===== config.mk =====
export PLATFORM = sky130hd
export DESIGN_NAME = spi_flag_port
export DESIGN_NICKNAME = d
export VERILOG_FILES = /design/src/rtl/spi_flag_port.sv
export SDC_FILE = /design/constraint.sdc
export NUM_CORES = 1
export LEC_CHECK = 0
export BUFFER_PORTS_ARGS = -buffer_cell sky130_fd_sc_hd__buf_4
export CORE_MARGIN = 2
export CORE_UTILIZATION = 40
export DETAILED_ROUTE_END_ITERATION = 16
export PLACE_DENSITY = 0.62
export REMOVE_ABC_BUFFERS = 1
export SLEW_MARGIN = 20
export SYNTH_ARGS = -nofsm -noshare
export SYNTH_HDL_FRONTEND = slang
export SYNTH_SLANG_ARGS = --single-unit

===== constraint.sdc =====
create_clock -name clk -period 1.95 [get_ports clk]
set_clock_uncertainty 0.05 [all_clocks]
set_input_delay 0 -clock clk [delete_from_list [all_inputs] [get_ports clk]]
set_output_delay 0 -clock clk [all_outputs]
set_load 0.01 [all_outputs]

===== src/rtl/spi_flag_port.sv =====
module spi_flag_port #(
  parameter int DW   = 8,
  parameter int HALF = 2
) (
  input  logic          clk,
  input  logic          rst_n,
  input  logic [1:0]    bus_addr,
  input  logic          bus_wr,
  input  logic          bus_rd,
  input  logic [DW-1:0] bus_wdata,
  output logic [DW-1:0] bus_rdata,
  input  logic          irq_mask,
  output logic          irq,
  output logic          pins_en,
  output logic          sck_out,
  output logic          mosi_out,
  input  logic          miso_in,
  input  logic          sck_in,
  input  logic          mosi_in,
  input  logic          ss_n,
  output logic          miso_out
);
  localparam int CW = $clog2(DW);
  localparam int EW = CW + 1;
  localparam int HW = (HALF > 1) ? $clog2(HALF) : 1;

  logic [4:0]    ctrl;
  logic          flag, armed, busy, sck_q, txb;
  logic [DW-1:0] shreg, rxbuf;
  logic [CW-1:0] bitcnt;
  logic [EW-1:0] edges;
  logic [HW-1:0] div;
  logic [2:0]    sck_s;
  logic [1:0]    mosi_s, ss_s;

  logic en, mst, cpol, cpha, ie;
  assign en   = ctrl[0];
  assign mst  = ctrl[1];
  assign cpol = ctrl[2];
  assign cpha = ctrl[3];
  assign ie   = ctrl[4];

  logic acc_ctl, acc_sts, acc_dat;
  assign acc_ctl = bus_addr == 2'd0;
  assign acc_sts = bus_addr == 2'd1;
  assign acc_dat = bus_addr == 2'd2;

  logic tick, m_samp, m_shift, m_done;
  assign tick    = mst && busy && (div == HW'(HALF - 1));
  assign m_samp  = tick && (edges[0] == cpha);
  assign m_shift = tick && (edges[0] != cpha);
  assign m_done  = tick && (edges == EW'(2 * DW - 1));

  logic s_act, s_edge, s_lead, s_samp, s_shift;
  assign s_act   = en && !mst && !ss_s[1];
  assign s_edge  = s_act && (sck_s[1] ^ sck_s[2]);
  assign s_lead  = sck_s[1] != cpol;
  assign s_samp  = s_edge && (s_lead ^ cpha);
  assign s_shift = s_edge && !(s_lead ^ cpha);

  logic samp, shift, done, rx_bit, load_ok, dat_wr, clr;
  logic [DW-1:0] sh_nx;
  assign samp    = mst ? m_samp  : s_samp;
  assign shift   = mst ? m_shift : s_shift;
  assign done    = mst ? m_done  : (s_samp && bitcnt == CW'(DW - 1));
  assign rx_bit  = mst ? miso_in : mosi_s[1];
  assign sh_nx   = {shreg[DW-2:0], rx_bit};
  assign load_ok = mst ? !busy : (cpha ? (bitcnt == '0) : ss_s[1]);
  assign dat_wr  = bus_wr && acc_dat && en && (!flag || armed) && load_ok;
  assign clr     = armed && flag && acc_dat && (bus_rd || (bus_wr && !mst));

  always_comb begin
    case (bus_addr)
      2'd0:    bus_rdata = {{(DW-5){1'b0}}, ctrl};
      2'd1:    bus_rdata = {flag, {(DW-1){1'b0}}};
      2'd2:    bus_rdata = rxbuf;
      default: bus_rdata = '0;
    endcase
  end

  assign irq      = flag && ie && !irq_mask;
  assign pins_en  = en;
  assign sck_out  = (en && mst && busy) ? sck_q : cpol;
  assign mosi_out = (en && mst) ? txb : 1'b0;
  assign miso_out = s_act ? txb : 1'b0;

  always_ff @(posedge clk or negedge rst_n) begin
    if (!rst_n) begin
      ctrl   <= '0;
      flag   <= 1'b0;
      armed  <= 1'b0;
      busy   <= 1'b0;
      sck_q  <= 1'b0;
      txb    <= 1'b0;
      shreg  <= '0;
      rxbuf  <= '0;
      bitcnt <= '0;
      edges  <= '0;
      div    <= '0;
      sck_s  <= '0;
      mosi_s <= '0;
      ss_s   <= 2'b11;
    end else begin
      sck_s  <= {sck_s[1:0], sck_in};
      mosi_s <= {mosi_s[0], mosi_in};
      ss_s   <= {ss_s[0], ss_n};

      if (bus_wr && acc_ctl) ctrl <= bus_wdata[4:0];

      if (samp) begin
        shreg  <= sh_nx;
        bitcnt <= bitcnt + 1'b1;
      end
      if (shift) txb <= shreg[DW-1];
      if (!mst && ss_s[1]) bitcnt <= '0;

      if (busy) div <= tick ? '0 : div + 1'b1;
      if (tick) begin
        sck_q <= ~sck_q;
        edges <= edges + 1'b1;
      end
      if (m_done || !en) busy <= 1'b0;

      if (dat_wr) begin
        shreg  <= bus_wdata;
        txb    <= bus_wdata[DW-1];
        bitcnt <= '0;
        if (mst) begin
          busy  <= 1'b1;
          edges <= '0;
          div   <= '0;
          sck_q <= cpol;
        end
      end

      if (done) begin
        rxbuf <= samp ? sh_nx : shreg;
        flag  <= 1'b1;
      end else if (clr) begin
        flag <= 1'b0;
      end

      if (done || clr)                                    armed <= 1'b0;
      else if (flag && acc_sts && (bus_rd || bus_wr))     armed <= 1'b1;
    end
  end
endmodule


==> metrics.cfg, run 1 <==
[yosys]
synthCells = 182
synth_area_per_cell_um2 = 11.6
synth.top_cells.by_count = dfrtp_1 (39), mux2i_1 (33), inv_1 (18)
synth_edf_count = 0
dominantRegCellSynth = dfrtp_1
synth_top_cell_area_share_pct = 46.3
ys_seq_area_share_pct = 48.8
yosysMostFrequentCell = dfrtp_1
yosysTopAreaCell = dfrtp_1
ys_warn_count = 0
synth_area_leaders = dfrtp_1 (46%), mux2i_1 (16%), mux2_1 (3.7%)
ys_seq_elements = 41
syn_area_um2 = 2110
synth_cell_types = 40
synthArstFlopShare_pct = 100

[cts]
numCtsBuffers = 5
clockRootBuffer = clkbuf_8
worstSkewPairLatency_ns = 0.29
ctsHtreeMaxLevel = 2
post-cts-setup-buffers = 0
clk_pin_slew_ns = 0.07
max-clock-path-buffers = 2
clock-sinks = 41
cts_tree = built

[cells_and_area]
area_growth_pct = 29.7
seqCellArea_um2 = 1030
drive_gt1_share_pct = 26.1
nNetsFinal = 260
final_cell_area_um2 = 2740
multi_input_area_um2 = 972
layout.cells.non_filler = 308
fin_util_pct = 53.6
insertedDiodeCount = 0
fillCellCount = 490

[timing]
final_max_slew_viol_count = 0
max_freq_mhz = 535
min_period_ns = 1.87
fin_crit_sh_pct = 95.9
worstMarginPinSlew_ns = 0.539
hold_viol_final = 0
setup_viol = 0
max_slew_margin_pct = 64.1
rsz0062_at_grt = yes

[power]
swShare_pct = 28.7
clkPwrFrac_pct = 28.0
power_leakage_nw = 1.31
combPwrFrac_pct = 25.1
ir_drop_mv = 0.514
intPower_mw = 1.78
p_switching_mw = 0.714
p_per_area_nw_per_um2 = 910
p_seq_share_pct = 46.9

[global_route]
grt_pass1_wl_mm = 7.49
antenna_found_initial = 0
grt_pass1_vias = 1485
overflow = 0
track_usage_pct = 16.3
grt_max_degree = 42

[floorplan]
rows = 26
initial_core_util_pct = 41.3
design.die.area_um2 = 5870
ios = 32
fp.dieW_um = 76.6
coreArea_um2 = 5110
die_h_um = 76.6

[run_status]
status = complete, no violations

[setup_path]
reg2reg_depth = 5
endpoint_kind = register
path_class = register to register
r2r_end = rxbuf[2]
critPathArrivalTime_ns = 1.99
crit_path_start = ctrl[1]
start_kind = register
r2r_start = ctrl[1]
required_ns = 2.07
path_max_fanout = 6
crit_path_end = rxbuf[2]
rrSetupSlack_ns = 0.08

[place]
place.gp.congestion = 0.775
io_buffer_count = 31
dp_cells = 288
dp_hpwl_mm = 3.14
place_area_um2 = 2490

[detailed_routing]
drt-total-wl_mm = 4.35
ant_nets = 0
drt_pass1_iterations = 4
drcViolationCount = 0
num_vias = 1489
vias_per_cell = 4.83
avgRoutedWirePerCell_um = 14.1
drt_iter0_markers = 39

[job]
cap_viol_max_count = 0

[min_path]
hp-class = input pin to register

worst min path at each step:
stage / startpoint / to / slack (ns) / depth (start not counted)
after floorplan: rst_n / async pin / -0.35 / 0
after global placement: rst_n / sck_s[0] / -0.03 / 1
after global routing: bus_rd / armed / 0.11 / 4
final: bus_rd / armed / 0.06 / 4
after detailed placement: rst_n / sck_s[2] / -0.03 / 1
after CTS: bus_rd / armed / 0.05 / 4
what timing repair did:
action,4_1_cts,5_1_grt
hold buffers,12,0
endpoints found under the setup margin,0,6
hold endpoints to repair,56,0
resized for setup,0,3
cell families (layout without fill, tap and decap cells):
logic type / Yosys count / in the layout / synth area share [%]
adder cells (fa/ha/maj): 4 / 4 / 2.37
buffers and inverters: 26 / 82 / 5.87
AO/OA/AOI/OAI: 15 / 15 / 6.11
AND/OR/NAND/NOR: 47 / 47 / 12.9
flip-flops: 41 / 41 / 48.8
multiplexers: 41 / 41 / 19.9
XOR/XNOR: 8 / 8 / 3.98
per-layer routing:
| metal | routed length [µm] | vias to the layer above | track usage (%) |
|---|---|---|---|
| met4 | 74 | 0 | 5.45 |
| met1 | 2250 | 713 | 23.7 |
| met2 | 1870 | 32 | 23.9 |
| li1 | - | 735 | - |
| met3 | 160 | 9 | 3.55 |
| met5 | 0 | - | 0 |
registers in the layout, indices dropped and copies added (netlist names), named ones only:
name    cells
txb         1
edges       1
rxbuf       8
div         1
sck_q       1
ss_s        2
armed       1
shreg       8
sck_s       3
flag        1
mosi_s      2
bitcnt      3
busy        1
ctrl        5
layout by cell type (no fill, tap or decap), drive strengths merged, types with 2 or more instances in the layout:
master,count
buf,44
dfrtp,39
mux2i,33
inv,18
dlygate4sd3,12
nand2,9
nor2,9
mux2,8
clkbuf,7
nor3,6
xnor2,5
nand3,4
nor2b,4
and2,4
ha,4
nor3b,4
o21ai,3
xor2,2
and3,2
a21oi,2
a21o,2
dfstp,2
layout make-up:
type	count	share of cell area, %
well taps	70	3.20
clock buffers	7	3.16
repair buffers	56	16.9
multi-input cells	115	35.5
clock inverters	1	1.10
inverters	18	2.47
flip-flops and latches	41	37.6
power groups by stage:
stage          logic, mW  registers [mW]  clock network [mW]
2_1_floorplan      0.371            1.15                   0
3_3_place_gp       0.581            1.17                   0
3_5_place_dp       0.593            1.17                   0
4_1_cts            0.613            1.15               0.721
5_1_grt            0.700            1.19               0.757
6_report           0.625            1.17               0.698
critical path: stages (launching register included):
cell and delay [ns]:
dfrtp_1 0.40, or3b_4 0.44, o32ai_4 0.27, buf_4 0.22
mux2i_2 0.27, mux2i_1 0.10
stage by stage:
stage	hold slack, ns	power (mW)	setup WS (ns)	setup TNS, ns
after global placement	-0.0319	1.75	0.115	0
after detailed placement	-0.0330	1.76	0.101	0
after global routing	0.108	2.65	-0.0105	-0.0180
after floorplan	-0.346	1.52	-0.262	-3.17
final	0.0591	2.49	0.0792	0
after CTS	0.0524	2.49	0.0875	0
(Power assumes the default switching activity.)
==> run 2, diff against run 1 <==
--- a/config.mk
+++ b/config.mk
@@ -5,10 +5,12 @@
 export SDC_FILE = /design/constraint.sdc
 export NUM_CORES = 1
 export LEC_CHECK = 0
+export ABC_CLOCK_PERIOD_IN_PS = 1950
 export BUFFER_PORTS_ARGS = -buffer_cell sky130_fd_sc_hd__buf_4
 export CORE_MARGIN = 2
 export CORE_UTILIZATION = 40
 export DETAILED_ROUTE_END_ITERATION = 16
+export GPL_TIMING_DRIVEN = 0
 export PLACE_DENSITY = 0.62
 export REMOVE_ABC_BUFFERS = 1
 export SLEW_MARGIN = 20
==> metrics.cfg, run 2 (same netlist as run 1, synthesis figures left out) <==
[floorplan]
ios = 32  ; unchanged
design.die.area_um2 = 5870  ; unchanged
fp.dieW_um = 76.6  ; unchanged
die_h_um = 76.6  ; unchanged
rows = 26  ; unchanged
initial_core_util_pct = 41.3  ; unchanged
coreArea_um2 = 5110  ; unchanged

[timing]
worstMarginPinSlew_ns = 0.524  ; -0.0152 ns
setup_ws_ns = 0.0401  ; -0.0391 ns
min_period_ns = 1.91  ; +0.0391 ns
max_slew_margin_pct = 65.1  ; +1.0 points
setup_viol = 0  ; unchanged
final_max_slew_viol_count = 0  ; unchanged
finalSetupTns_ns = 0  ; unchanged
max_freq_mhz = 524  ; -2.0%
rsz0062_at_grt = yes
hold_viol_final = 0  ; unchanged
fin_crit_sh_pct = 97.9  ; +2.0 points
whs_ns = 0.0507  ; -0.00845 ns

[cells_and_area]
insertedDiodeCount = 0  ; unchanged
fillCellCount = 468  ; -4.5%
final_cell_mix = buf_4 (42), dfrtp_1 (35), mux2i_1 (29), inv_1 (18), dlygate4sd3_1 (12)
drive_gt1_share_pct = 28.7  ; +2.6 points
seqCellArea_um2 = 1030  ; +0.49%
reg_top3 = rxbuf (8), shreg (8), ctrl (5)
final_cell_area_um2 = 2750  ; +0.69%
final_common_cell = buf_4
nNetsFinal = 259  ; -0.38%
multi_input_area_um2 = 993  ; +2.2%
area_growth_pct = 30.6

[power]
intPower_mw = 1.79  ; +0.81%
power_mw = 2.51  ; +0.79%
swShare_pct = 28.7  ; about the same
power_leakage_nw = 1.30  ; -0.77%
p_switching_mw = 0.719  ; +0.74%
p_per_area_nw_per_um2 = 911  ; +0.11%
combPwrFrac_pct = 24.8  ; -0.3 points
clkPwrFrac_pct = 27.9  ; about the same
p_seq_share_pct = 47.3  ; +0.4 points
ir_drop_mv = 0.531  ; +3.2%

[setup_path]
start_kind = register
path_max_fanout = 10  ; +4
critPathArrivalTime_ns = 2.02  ; +0.03 ns
path_class = register to register
required_ns = 2.06  ; about the same
endpoint_kind = register

[run_status]
status = complete, no violations

[global_route]
antenna_found_initial = 0  ; unchanged
track_usage_pct = 15.5  ; -0.81 points
overflow = 0  ; unchanged
grt_max_degree = 42  ; unchanged
grt_pass1_vias = 1449  ; -2.4%
grt_pass1_wl_mm = 7.02  ; -6.4%

[cts]
clock-sinks = 41  ; unchanged
numCtsBuffers = 5  ; unchanged
worstSkewPairLatency_ns = 0.29  ; about the same
max-clock-path-buffers = 2  ; unchanged
cts_tree = built
clockRootBuffer = clkbuf_8
clk_pin_slew_ns = 0.08  ; about the same
ctsHtreeMaxLevel = 2  ; unchanged

[detailed_routing]
avgRoutedWirePerCell_um = 13.9  ; -1.3%
drt_iter0_markers = 34  ; -13%
vias_per_cell = 4.77  ; -1.3%
drt_pass1_iterations = 4  ; unchanged
ant_nets = 0  ; unchanged
num_vias = 1465  ; -1.6%
drcViolationCount = 0  ; unchanged
drt-total-wl_mm = 4.28  ; -1.6%

[place]
place_area_um2 = 2390  ; -4.1%
dp_hpwl_mm = 2.89  ; -8.0%
dpl_worst_slack_ns = -0.467  ; -0.568 ns
place.gp.congestion = 0.779  ; +0.61%
io_buffer_count = 31  ; unchanged

[job]
cap_viol_max_count = 0  ; unchanged

[min_path]
hp-class = input pin to register

==> run 2: power groups by stage <==
stage	clock (mW)	sequential, mW	combinational [mW]
2_1_floorplan	0	1.15	0.371
3_3_place_gp	0	1.20	0.506
3_5_place_dp	0	1.20	0.523
4_1_cts	0.725	1.18	0.581
5_1_grt	0.752	1.21	0.691
6_report	0.700	1.19	0.623
==> run 2: worst max-delay path: stages, from the launching register on <==
cell and delay, ns:
dfrtp_2 0.46, xnor3_2 0.42, o32ai_4 0.31, buf_12 0.19, mux2i_2 0.24, mux2i_1 0.11
==> run 2: final cells by class <==
class | instances | area share (%)
inverters | 18 | 2.45
flip-flops and latches | 41 | 37.5
well taps | 70 | 3.18
multi-input cells | 115 | 36.1
repair buffers | 55 | 16.5
clock inverters | 1 | 1.09
clock buffers | 7 | 3.13
==> run 2: timing repair <==
action	4_1_cts	5_1_grt
pin swaps	2	3
buffers inserted	4	8
setup endpoints to repair	26	18
hold buffers	12	0
endpoints found under the hold margin	58	0
gates resized for setup	5	6
==> run 2: metrics by stage <==
step                instances  util, %
floorplan                 174        -
global placement          275     46.4
detailed placement        275     46.7
CTS                       299     52.3
global route              307     53.9
finish                    307     53.9
==> run 2: final timing paths <==
check	from	end	slack, ns	depth (start not counted)
min in group asynchronous	rst_n	sck_s[0]	0.17	2
worst max register to register	ctrl[3]	rxbuf[3]	0.04	5
worst min register to register	mosi_s[0]	mosi_s[1]	0.30	0
worst max-delay path	ctrl[3]	rxbuf[3]	0.04	5
max in group asynchronous	rst_n	ctrl[2]	1.28	2
worst min-delay path	bus_rd	armed	0.05	4
==> run 2: metal layers <==
layer	share of wire (%)	up-vias	track usage, %
li1	-	728	-
met1	49	705	21.1
met2	46	28	24.0
met3	4.2	4	3.79
met4	0.79	0	5.45
met5	0	-	0
